--- config.mk ---
export PLATFORM = sky130hd
export DESIGN_NAME = hdr_log_queue
export DESIGN_NICKNAME = d
export VERILOG_FILES = /design/src/rtl/hlq_pkg.sv /design/src/rtl/hlq_entry_fifo.sv /design/src/rtl/hlq_log_regs.sv /design/src/rtl/hdr_log_queue.sv
export SDC_FILE = /design/constraint.sdc
export NUM_CORES = 2
export LEC_CHECK = 0
export BUFFER_PORTS_ARGS = -buffer_cell sky130_fd_sc_hd__buf_2
export CAP_MARGIN = 20
export CORE_ASPECT_RATIO = 1.25
export CORE_MARGIN = 1
export CORE_UTILIZATION = 35
export DETAILED_ROUTE_END_ITERATION = 6
export GPL_ROUTABILITY_DRIVEN = 1
export PLACE_DENSITY_LB_ADDON = 0.08
export SYNTH_ARGS = -nofsm -noshare
export SYNTH_HDL_FRONTEND = slang
export SYNTH_HIERARCHICAL = 1
export SYNTH_SLANG_ARGS = --single-unit
--- constraint.sdc ---
create_clock -name clk -period 16.6 [get_ports clk]
set_input_delay 0.83 -clock clk [delete_from_list [all_inputs] [get_ports clk]]
set_output_delay 0.83 -clock clk [all_outputs]
set_load 0.03 [all_outputs]
--- src/rtl/hlq_pkg.sv ---
package hlq_pkg;
  typedef enum logic [2:0] {
    ACT_IDLE,
    ACT_LOG,
    ACT_QUEUE,
    ACT_DROP,
    ACT_PROMOTE,
    ACT_WIPE,
    ACT_RESTORE,
    ACT_FLUSH
  } hlq_act_e;
endpackage

--- src/rtl/hlq_entry_fifo.sv ---
module hlq_entry_fifo #(
  parameter int DEPTH  = 4,
  parameter int EW     = 263,
  parameter int IDXW   = 5,
  parameter int STAT_W = 32
) (
  input  logic              clk,
  input  logic              rst,
  input  logic              push,
  input  logic              pop,
  input  logic              flush,
  input  logic [EW-1:0]     push_data,
  input  logic [IDXW-1:0]   push_idx,
  output logic              full,
  output logic              empty,
  output logic [EW-1:0]     head,
  output logic [STAT_W-1:0] pend
);
  localparam int PW = (DEPTH > 1) ? $clog2(DEPTH) : 1;
  localparam int CW = $clog2(DEPTH + 1);

  logic [EW-1:0]   mem   [DEPTH];
  logic [IDXW-1:0] idx_q [DEPTH];
  logic [PW-1:0]   rd_q, wr_q;
  logic [CW-1:0]   cnt_q;

  function automatic logic [PW-1:0] nxt(input logic [PW-1:0] p);
    return (p == PW'(DEPTH - 1)) ? '0 : p + PW'(1);
  endfunction

  always_ff @(posedge clk) begin
    if (push) begin
      mem[wr_q]   <= push_data;
      idx_q[wr_q] <= push_idx;
    end
  end

  always_ff @(posedge clk) begin
    if (rst || flush) begin
      rd_q  <= '0;
      wr_q  <= '0;
      cnt_q <= '0;
    end else begin
      if (push) wr_q <= nxt(wr_q);
      if (pop)  rd_q <= nxt(rd_q);
      if (push && !pop)      cnt_q <= cnt_q + CW'(1);
      else if (pop && !push) cnt_q <= cnt_q - CW'(1);
    end
  end

  assign full  = (cnt_q == CW'(DEPTH));
  assign empty = (cnt_q == '0);
  assign head  = mem[rd_q];

  always_comb begin
    pend = '0;
    for (int i = 0; i < DEPTH; i++) begin
      if (((i - int'(rd_q) + DEPTH) % DEPTH) < int'(cnt_q))
        pend[idx_q[i]] = 1'b1;
    end
  end

  a_r6_count_bound: assert property (@(posedge clk) disable iff (rst)
    int'(cnt_q) <= DEPTH);
  a_r6_no_push_full: assert property (@(posedge clk) disable iff (rst)
    push |-> !full);
  a_r7_pop_needs_entry: assert property (@(posedge clk) disable iff (rst)
    pop |-> !empty);
endmodule

--- src/rtl/hlq_log_regs.sv ---
module hlq_log_regs #(
  parameter int IDXW = 5,
  parameter int HW   = 128
) (
  input  logic            clk,
  input  logic            rst,
  input  logic            load,
  input  logic            wipe,
  input  logic            pfx_en,
  input  logic [IDXW-1:0] ld_idx,
  input  logic            ld_hv,
  input  logic            ld_pp,
  input  logic [HW-1:0]   ld_hdr,
  input  logic [HW-1:0]   ld_pfx,
  output logic [IDXW-1:0] fep,
  output logic            pflag,
  output logic [HW-1:0]   hdr,
  output logic [HW-1:0]   pfx
);
  always_ff @(posedge clk) begin
    if (rst || wipe) begin
      fep   <= '0;
      pflag <= 1'b0;
      hdr   <= '0;
      pfx   <= '0;
    end else if (load) begin
      fep <= ld_idx;
      hdr <= ld_hv ? ld_hdr : '0;
      if (ld_pp && pfx_en) begin
        pfx   <= ld_pfx;
        pflag <= 1'b1;
      end else begin
        pfx   <= '0;
        pflag <= 1'b0;
      end
    end
  end

  a_r8_wipe_zeroes: assert property (@(posedge clk) disable iff (rst)
    wipe |=> (fep == '0 && !pflag && hdr == '0 && pfx == '0));
  a_r3_no_header: assert property (@(posedge clk) disable iff (rst)
    (load && !wipe && !ld_hv) |=> hdr == '0);
  a_r4_prefix_gated: assert property (@(posedge clk) disable iff (rst)
    (load && !wipe && !pfx_en) |=> (!pflag && pfx == '0));
endmodule

--- src/rtl/hdr_log_queue.sv ---
module hdr_log_queue #(
  parameter int STAT_W = 32,
  parameter int DW_W   = 32,
  parameter int NDW    = 4,
  parameter int DEPTH  = 4
) (
  input  logic                        clk,
  input  logic                        rst,
  input  logic                        multi_en,
  input  logic                        prefix_en,
  input  logic                        rec_valid,
  input  logic [STAT_W-1:0]           rec_status,
  input  logic                        rec_hdr_valid,
  input  logic                        rec_prefix_present,
  input  logic [NDW*DW_W-1:0]         rec_hdr,
  input  logic [NDW*DW_W-1:0]         rec_prefix,
  input  logic                        clr_valid,
  input  logic [STAT_W-1:0]           clr_mask,
  output logic [STAT_W-1:0]           unc_status,
  output logic [$clog2(STAT_W)-1:0]   first_ptr,
  output logic                        prefix_logged,
  output logic [NDW*DW_W-1:0]         hdr_log,
  output logic [NDW*DW_W-1:0]         prefix_log,
  output logic                        log_overflow,
  output logic                        multi_cap
);
  import hlq_pkg::*;

  localparam int  IDXW  = $clog2(STAT_W);
  localparam int  HW    = NDW * DW_W;
  localparam int  EW    = IDXW + 2 + 2 * HW;
  localparam bit  HAS_Q = (DEPTH > 0);

  logic [STAT_W-1:0] status_q, status_d, nstat, pend;
  logic              ovf_q;
  logic [IDXW-1:0]   rec_idx, fep;
  logic              mhr_on, first_set, full, empty;
  logic [EW-1:0]     rec_ent, head;
  hlq_act_e          act;

  always_comb begin
    rec_idx = '0;
    for (int i = STAT_W - 1; i >= 0; i--)
      if (rec_status[i]) rec_idx = IDXW'(i);
  end

  assign mhr_on    = multi_en && HAS_Q;
  assign first_set = status_q[fep];
  assign nstat     = status_q & ~clr_mask;
  assign rec_ent   = {rec_idx, rec_hdr_valid, rec_prefix_present, rec_hdr, rec_prefix};

  always_comb begin
    act = ACT_IDLE;
    if (rec_valid) begin
      if (mhr_on && first_set) act = full ? ACT_DROP : ACT_QUEUE;
      else                     act = ACT_LOG;
    end else if (clr_valid) begin
      if (!nstat[fep]) act = (mhr_on && !empty) ? ACT_PROMOTE : ACT_WIPE;
      else             act = mhr_on ? ACT_RESTORE : ACT_FLUSH;
    end
  end

  always_comb begin
    case (act)
      ACT_LOG, ACT_QUEUE, ACT_DROP: status_d = status_q | rec_status;
      ACT_PROMOTE, ACT_RESTORE:     status_d = nstat | pend;
      ACT_WIPE, ACT_FLUSH:          status_d = nstat;
      default:                      status_d = status_q;
    endcase
  end

  always_ff @(posedge clk) begin
    if (rst) begin
      status_q <= '0;
      ovf_q    <= 1'b0;
    end else begin
      status_q <= status_d;
      ovf_q    <= (act == ACT_DROP);
    end
  end

  generate
    if (HAS_Q) begin : g_queue
      hlq_entry_fifo #(
        .DEPTH (DEPTH),
        .EW    (EW),
        .IDXW  (IDXW),
        .STAT_W(STAT_W)
      ) i_fifo (
        .clk      (clk),
        .rst      (rst),
        .push     (act == ACT_QUEUE),
        .pop      (act == ACT_PROMOTE),
        .flush    ((act == ACT_FLUSH) || (act == ACT_WIPE && !mhr_on)),
        .push_data(rec_ent),
        .push_idx (rec_idx),
        .full     (full),
        .empty    (empty),
        .head     (head),
        .pend     (pend)
      );
    end else begin : g_noqueue
      assign full  = 1'b1;
      assign empty = 1'b1;
      assign head  = '0;
      assign pend  = '0;
    end
  endgenerate

  logic [EW-1:0] ld_ent;
  assign ld_ent = (act == ACT_PROMOTE) ? head : rec_ent;

  hlq_log_regs #(
    .IDXW(IDXW),
    .HW  (HW)
  ) i_log (
    .clk   (clk),
    .rst   (rst),
    .load  ((act == ACT_LOG) || (act == ACT_PROMOTE)),
    .wipe  (act == ACT_WIPE),
    .pfx_en(prefix_en),
    .ld_idx(ld_ent[EW-1 -: IDXW]),
    .ld_hv (ld_ent[2*HW+1]),
    .ld_pp (ld_ent[2*HW]),
    .ld_hdr(ld_ent[2*HW-1 -: HW]),
    .ld_pfx(ld_ent[HW-1:0]),
    .fep   (fep),
    .pflag (prefix_logged),
    .hdr   (hdr_log),
    .pfx   (prefix_log)
  );

  assign unc_status   = status_q;
  assign first_ptr    = fep;
  assign log_overflow = ovf_q;
  assign multi_cap    = HAS_Q;

  a_r2_status_sets: assert property (@(posedge clk) disable iff (rst)
    rec_valid |=> (unc_status & $past(rec_status)) == $past(rec_status));
  a_r11_clear_ignored: assert property (@(posedge clk) disable iff (rst)
    rec_valid |=> (unc_status & $past(status_q)) == $past(status_q));
  a_r6_pulse_from_request: assert property (@(posedge clk) disable iff (rst)
    log_overflow |-> $past(rec_valid));
  a_r5_queue_keeps_log: assert property (@(posedge clk) disable iff (rst)
    (rec_valid && mhr_on && first_set) |=> ($stable(hdr_log) && $stable(first_ptr)));
endmodule

-- Word-level counts from Yosys, hierarchy flattened
Memories as Yosys holds them, arrays and structs flattened. A register that Yosys moved wholly into a read port is not among the register bits.
Index checks and enable logic that the tools add are counted.
- $add $sub $neg: 12
- $lt $le $gt $ge: 13
- equality and inequality tests: 10
- multiplexer cells: 68
- bitwise logic cells: 11
- reduce and logical (&&, ||, !) cells: 28
- operator list (operator ; number):
    263-bit 2-to-1 mux ; 1
    128-bit 2-to-1 mux ; 2
    5-bit 2-to-1 mux ; 32
    32-bit OR ; 5
    32-bit by 4-bit adder with 32-bit output, second input constant ; 4
    32-bit 2-to-1 mux ; 4
    32-bit case mux with 3 select lines ; 1
    32-bit AND ; 1
    32-bit inverter ; 1
    5-bit by 6-bit < comparator with 1-bit output, second input constant ; 5
    1-bit demux with 5-bit select ; 4
    5-bit by 1-bit >= comparator with 1-bit output, second input constant ; 4
    3-bit by 4-bit < comparator with 1-bit output ; 4
    3-bit equality test, second input constant ; 5
    1-bit 2-to-1 mux ; 12
    2-bit 2-to-1 mux ; 6
    3-bit 2-to-1 mux ; 4
    2-bit OR reduction ; 6
    1-bit binary-select mux with 5-bit select ; 2
    1-bit logical AND ; 10
    3-bit by 2-bit equality test with 1-bit output, second input constant ; 2
    1-bit by 2-bit subtractor with 3-bit output, first input constant ; 2
    2-bit by 2-bit subtractor with 3-bit output, first input constant ; 2
    2-bit by 1-bit adder with 2-bit output, second input constant ; 2
    11 further kinds ; 21
- flip-flop bits (word level): 302
- memory bits (writable): 1072
- bits of input ports: 328
- output and inout port bits: 296
- logic and storage cells: 153
- memories kept: 2
- memory list (memory ; depth ; bits a word ; rd ports ; clocked after memory_dff ; write ports ; RTL line ; RTL):
    g_queue.i_fifo.mem ; 4 ; 263 ; 1 ; 1 ; 1 ; hlq_entry_fifo.sv:22 ; logic [EW-1:0] mem [DEPTH];
    g_queue.i_fifo.idx_q ; 4 ; 5 ; 4 ; 0 ; 1 ; hlq_entry_fifo.sv:23 ; logic [IDXW-1:0] idx_q [DEPTH];

-- Longest topological paths before layout
- word-level depth: 35
- gate-level depth with buffers: 17
- mapped depth without buffers: 13

-- Cells and area by module
The synthesis kept the hierarchy.
- by module, submodules not included (module ; instances ; cells each ; area an instance (um2)):
    hlq_entry_fifo ; 1 ; 1627 ; 40178.5
    hlq_log_regs ; 1 ; 890 ; 9892.0
    hdr_log_queue ; 1 ; 639 ; 6565.0

-- Worst setup path after synthesis
Ideal clock, no wire load.
- path type: register to register
- from: register i_log.fep[0]
- to: memory g_queue.i_fifo.idx_q[0][0], enable pin
- setup time: 0.662 ns
- arrival time: 8.167 ns
- path slack: 7.771 ns
- cell stages (with the launch flop): 9
- buffers on the path: 2
- clock period less this slack: 8.829 ns
- cell sequence: dfxtp_1 -> buf_2 -> buf_2 -> mux4_2 -> mux4_2 -> mux2_2 -> nand3_1 -> nor2_1 -> and2_1
- cells in the longest elaborated chain, start to end: 8
- elaborated cells between the ends (all ways): 12
- RTL lines (item ; RTL line ; RTL):
    from (decl) ; hlq_log_regs.sv:15 ; output logic [IDXW-1:0] fep,
    from (signal assigned) ; hlq_log_regs.sv:27 ; fep <= ld_idx;
    1-bit binary-select mux with 5-bit select (on tied branches) ; hdr_log_queue.sv:58, hdr_log_queue.sv:48 ;
    1-bit 2-to-1 mux (on tied branches) ; hdr_log_queue.sv:58, hdr_log_queue.sv:48 ;
    2-bit 2-to-1 mux or 1-bit logical AND (tied branches) ; hdr_log_queue.sv:58, hdr_log_queue.sv:55 ;
    3-bit 2-to-1 mux or 2-bit 2-to-1 mux (tied branches) ; hdr_log_queue.sv:57, hdr_log_queue.sv:55 ;
    3-bit 2-to-1 mux * ; hdr_log_queue.sv:54 ; if (rec_valid) begin
    3-bit by 2-bit equality test with 1-bit output * ; hdr_log_queue.sv:92 ; .push (act == ACT_QUEUE),
    1-bit 2-to-1 mux * ; hlq_entry_fifo.sv:32 ; if (push) begin
    1-bit 2-to-1 mux (not written as such) * ; hlq_entry_fifo.sv:34 ; idx_q[wr_q] <= push_idx;
    to (decl) ; hlq_entry_fifo.sv:23 ;
Mark *: on every way between the ends. The rest lies on a longest branch, timed or not. The select of a mux whose other input is x is not followed.

-- Worst setup path in the final report
- from: register i_log.fep[1]
- to: register i_log.pfx[51]
- cells in the longest elaborated chain, start to end: 9
- elaborated cells between the ends (all ways): 17
- RTL lines (item ; RTL line ; RTL):
    1-bit binary-select mux with 5-bit select (on tied branches) ; hdr_log_queue.sv:58, hdr_log_queue.sv:48 ;
    1-bit 2-to-1 mux (on tied branches) ; hdr_log_queue.sv:58, hdr_log_queue.sv:48 ;
    2-bit 2-to-1 mux or 1-bit logical AND (tied branches) ; hdr_log_queue.sv:58, hdr_log_queue.sv:55 ;
    3-bit 2-to-1 mux or 2-bit 2-to-1 mux (tied branches) ; hdr_log_queue.sv:57, hdr_log_queue.sv:55 ;
    3-bit 2-to-1 mux * ; hdr_log_queue.sv:54 ;
    3-bit equality test ; hdr_log_queue.sv:111, hdr_log_queue.sv:119 ;
    263-bit 2-to-1 mux ; hdr_log_queue.sv:111 ; assign ld_ent = (act == ACT_PROMOTE) ? head : rec_ent;
    1-bit logical AND ; hlq_log_regs.sv:29 ; if (ld_pp && pfx_en) begin
    128-bit 2-to-1 mux ; hlq_log_regs.sv:29 ;
    to (signal assigned) ; hlq_log_regs.sv:30 ; pfx <= ld_pfx;
    to (decl) ; hlq_log_regs.sv:18 ; output logic [HW-1:0] pfx
Marked as above.
A chain may end at the register's enable or synchronous reset.

==> flow_summary_export.csv <==
group,metric,value,unit
cts,ctsLongestPathBuffers,3,
critical_path,crit_type,"flop to flop",
yosys,syn-cell-area,56600,µm²
routing,dr_wl_met2,77000,µm
yosys,synth_seq_cells,1376,
yosys,synth-simple-area-share,5.43,%
yosys,synthesis.nets,3495,
die,die_y,452,µm
yosys,ys.flop_type,"edfxtp_1",
timing,finalCriticalPeriod,5.45,ns
min_path,min_path_type,"input port to flop",
final_layout,final_common_cell,"edfxtp_1",
routing,avgRoutedWirePerCell,26.4,µm
routing,first_iter_violations,2179,
power_and_ir_drop,ir_drop,104,µV
routing,wl_met1,65900,µm
critical_path,crit_path_cell_trace,"buf_4, nand3_1, a221oi_1, a2111oi_0, nand4_1, and3_4, a21o_4, and3_4, buf_4, buf_4, a32o_1",
timing,final_max_slew_viol_count,0,
min_path,holdPathStages,1,
global_route,grt_max_degree,130,
timing,finalCritPeriodShare,32.8,%
yosys,synthXorXnorAreaFrac,0.0309,%
cts,path_clk_slew,0.06,ns
global_route,grt_pass1_wl,231000,µm
yosys,synth-compound-area-share,6.50,%
cts,holdBufCountCts,0,
die,die-area,163000,µm²
critical_path,cp_max_fo,60,
yosys,syn-instance-count,3156,
die,die_width,362,µm
critical_path,slowest_delay,0.91,ns
final_layout,fin_area,66400,µm²
final_layout,syn_to_final_growth,17.2,%
timing,fmax,183,MHz
cts,clkSinkCount,1376,
routing,ant_nets,0,
place,postPlaceCellArea,61500,µm²
job,cap_violations,0,
final_layout,final_util,41.4,%
yosys,yosysUniqueCellTypes,75,
critical_path,critPathMostFrequentCell,"buf_4",
global_route,grt_pass1_vias,32380,
routing,highest_layer,"met5",
cts,cts_made_buffers,150,
cts,insertion_delay,0.79,ns
timing,max-slew-margin-rel,28.1,%
timing,setup_viol_count_final,0,
global_route,grt_usage,19.3,%
critical_path,regToRegSetupSlack,11.15,ns
place,portBuffers,622,
final_layout,nets,4094,
place,dp_cells,5760,
timing,rsz0062_at_grt,"false",
place,gp_congestion,0.884,
critical_path,cp-end-kind,"flop",
yosys,yosys_warnings,6,
cts,cts_resized,0,
timing,hold_viol_final,0,
routing,dr_wl_met3,12000,µm
die,ioPinCount,624,
global_route,antenna_found_initial,72,
die,core.rowCount,164,
cts,post_cts_buffers,0,
final_layout,finalNonFillerCells,6054,
cts,cts_root_buf,"clkbuf_16",
power_and_ir_drop,power_leakage,22.2,nW
final_layout,layout-drive-gt1-share,40.1,%
critical_path,r2r_start,"i_log/fep[1]",
cts,tritoncts,"yes",
critical_path,reg2reg_depth,11,
routing,dr.pass1.iters,6,
place,place_hpwl,95700,µm
min_path,worstHoldEndpoint,"g_queue.i_fifo/mem[2][209]",
critical_path,critPathLaunchType,"flop",
cts,htreeDepth,4,
die,core,160000,µm²
die,start_util,35.3,%
min_path,min_from,"rec_hdr[81]",
power_and_ir_drop,power_density,113,nW/µm²
critical_path,worstReg2RegEnd,"i_log/pfx[51]",
routing,routed_wl,160000,µm
routing,vias_per_cell,5.25,
yosys,synthMuxAreaShare,17.5,%
yosys,synth_fa_ha_area_share,0.256,%
critical_path,worst-endpoint-arrival,6.16,ns
yosys,syn-mean-instance-area,17.9,µm²
critical_path,slowest_stage,"buf_4",
yosys,synth_edf_count,1072,
yosys,synth_top_family_by_area,"multiplexers",
power_and_ir_drop,p_total,7.49,mW
timing,worst-slew-pin-transition,1.08,ns
timing,fin_skew,0.0242,ns
outcome,status,"finished clean",
routing,via_count,31808,
critical_path,required,17.31,ns
yosys,synthArstFlopShare,0,%
global_route,overflow,0,
routing,drc,0,
final_layout,mostFrequentLayoutCells,"edfxtp_1, buf_2, dfxtp_1",
timing,fin_tns_setup,0,ns
yosys,yosysSeqAreaShare,67.6,%
[through the flow]
step / setup WS, ns / hold WS, ns
floorplan: 7.77 / 0.514
global placement: 10.90 / 0.444
detailed placement: 10.90 / 0.450
CTS: 11.07 / 0.189
global route: 10.87 / 0.226
finish: 11.15 / 0.267
[power breakdown]
group          switching [mW]  internal (mW)  leakage, nW  total, mW
combinational           0.297          0.172         7.79      0.469
clock                    1.41           1.83         2.33       3.24
sequential             0.0285           3.75         12.1       3.78
total                    1.73           5.75         22.2       7.49
[synth_stat cells (3+ instances only)]
master     number  area share, %
nand2_1        95           0.63
a21oi_1        82           0.72
dfxtp_1       304             11
a221oi_1        6          0.093
nor2b_1        12           0.13
o21ai_0        37           0.33
buf_2         101           0.89
a32o_1        128            2.3
buf_6          52            1.0
a21oi_2        70            1.1
nor4b_1         4          0.062
a2111oi_0       3          0.046
nand4_1         4          0.044
mux2_4        200            5.3
nor2b_2         4          0.062
nor2_1         62           0.41
nand3_2        70            1.2
o221ai_1       31           0.48
a211oi_4        4           0.14
nand3b_1        4          0.053
nand2b_1      141            1.6
nor3b_1         5          0.066
clkbuf_1       39           0.26
ha_1           10           0.22
and2_1          5          0.055
mux2i_1         9           0.16
buf_1          19           0.13
inv_1          26           0.17
nor4_1         10           0.11
nand3_1        73           0.65
mux4_2        272             11
buf_4           7          0.093
o21ai_1         3          0.027
mux2_1         36           0.72
mux2_2         27           0.54
nor3_1         18           0.16
a22oi_1        63           0.84
edfxtp_1     1072             57
[cell type report]
type	instances	area [µm²]
multi-input combinational	1533	16900
sequential	1376	38300
timing repair buffer	668	3560
clock inverter	69	564
inverter	26	97.6
antenna	11	27.5
clock buffer	213	4210
tap	2158	2700
fill	14671	93900
[layer usage]
metal / vias up / global-route usage (%)
li1: 13947 / -
met1: 16453 / 24.0
met2: 990 / 31.6
met3: 344 / 6.22
met4: 74 / 6.18
met5: - / 0
[registers in the layout (all words and copies together), names as in the netlist, named ones only]
signal,count
g_queue.i_fifo/cnt_q,3
g_queue.i_fifo/idx_q,20
g_queue.i_fifo/mem,1052
g_queue.i_fifo/rd_q,2
g_queue.i_fifo/wr_q,2
i_log/fep,5
i_log/hdr,128
i_log/pflag,1
i_log/pfx,128
log_overflow,1
unc_status,32
[cells by family after synthesis]
logic type	Yosys count
xor gates and xnor gates	2
other	1
buffers and inverters	247
AOI/OAI and AO/OA	454
DFF	1376
and+or+nand+nor	521
muxes	544
adders and majority gates	11
[worst max-delay path: cells and delay by family (launching register included)]
| kind | cells | cell delay, ns |
|---|---|---|
| buffers and inverters | 3 | 1.94 |
| AND/OR/NAND/NOR | 4 | 1.64 |
| AO/OA/AOI/OAI | 4 | 1.25 |
| flip-flops | 1 | 0.46 |
[worst max path at each step]
stage	startpoint	to	slack [ns]	depth (start not counted)
2_1_floorplan	i_log/fep[0]	g_queue.i_fifo/idx_q[0][0]	7.77	8
3_3_place_gp	rec_valid	i_log/pfx[55]	10.90	12
3_5_place_dp	rec_valid	i_log/pfx[51]	10.90	12
4_1_cts	i_log/fep[1]	i_log/pfx[51]	11.07	11
5_1_grt	i_log/fep[1]	i_log/hdr[55]	10.87	12
6_report	i_log/fep[1]	i_log/pfx[51]	11.15	11
(Power assumes the default switching activity.)
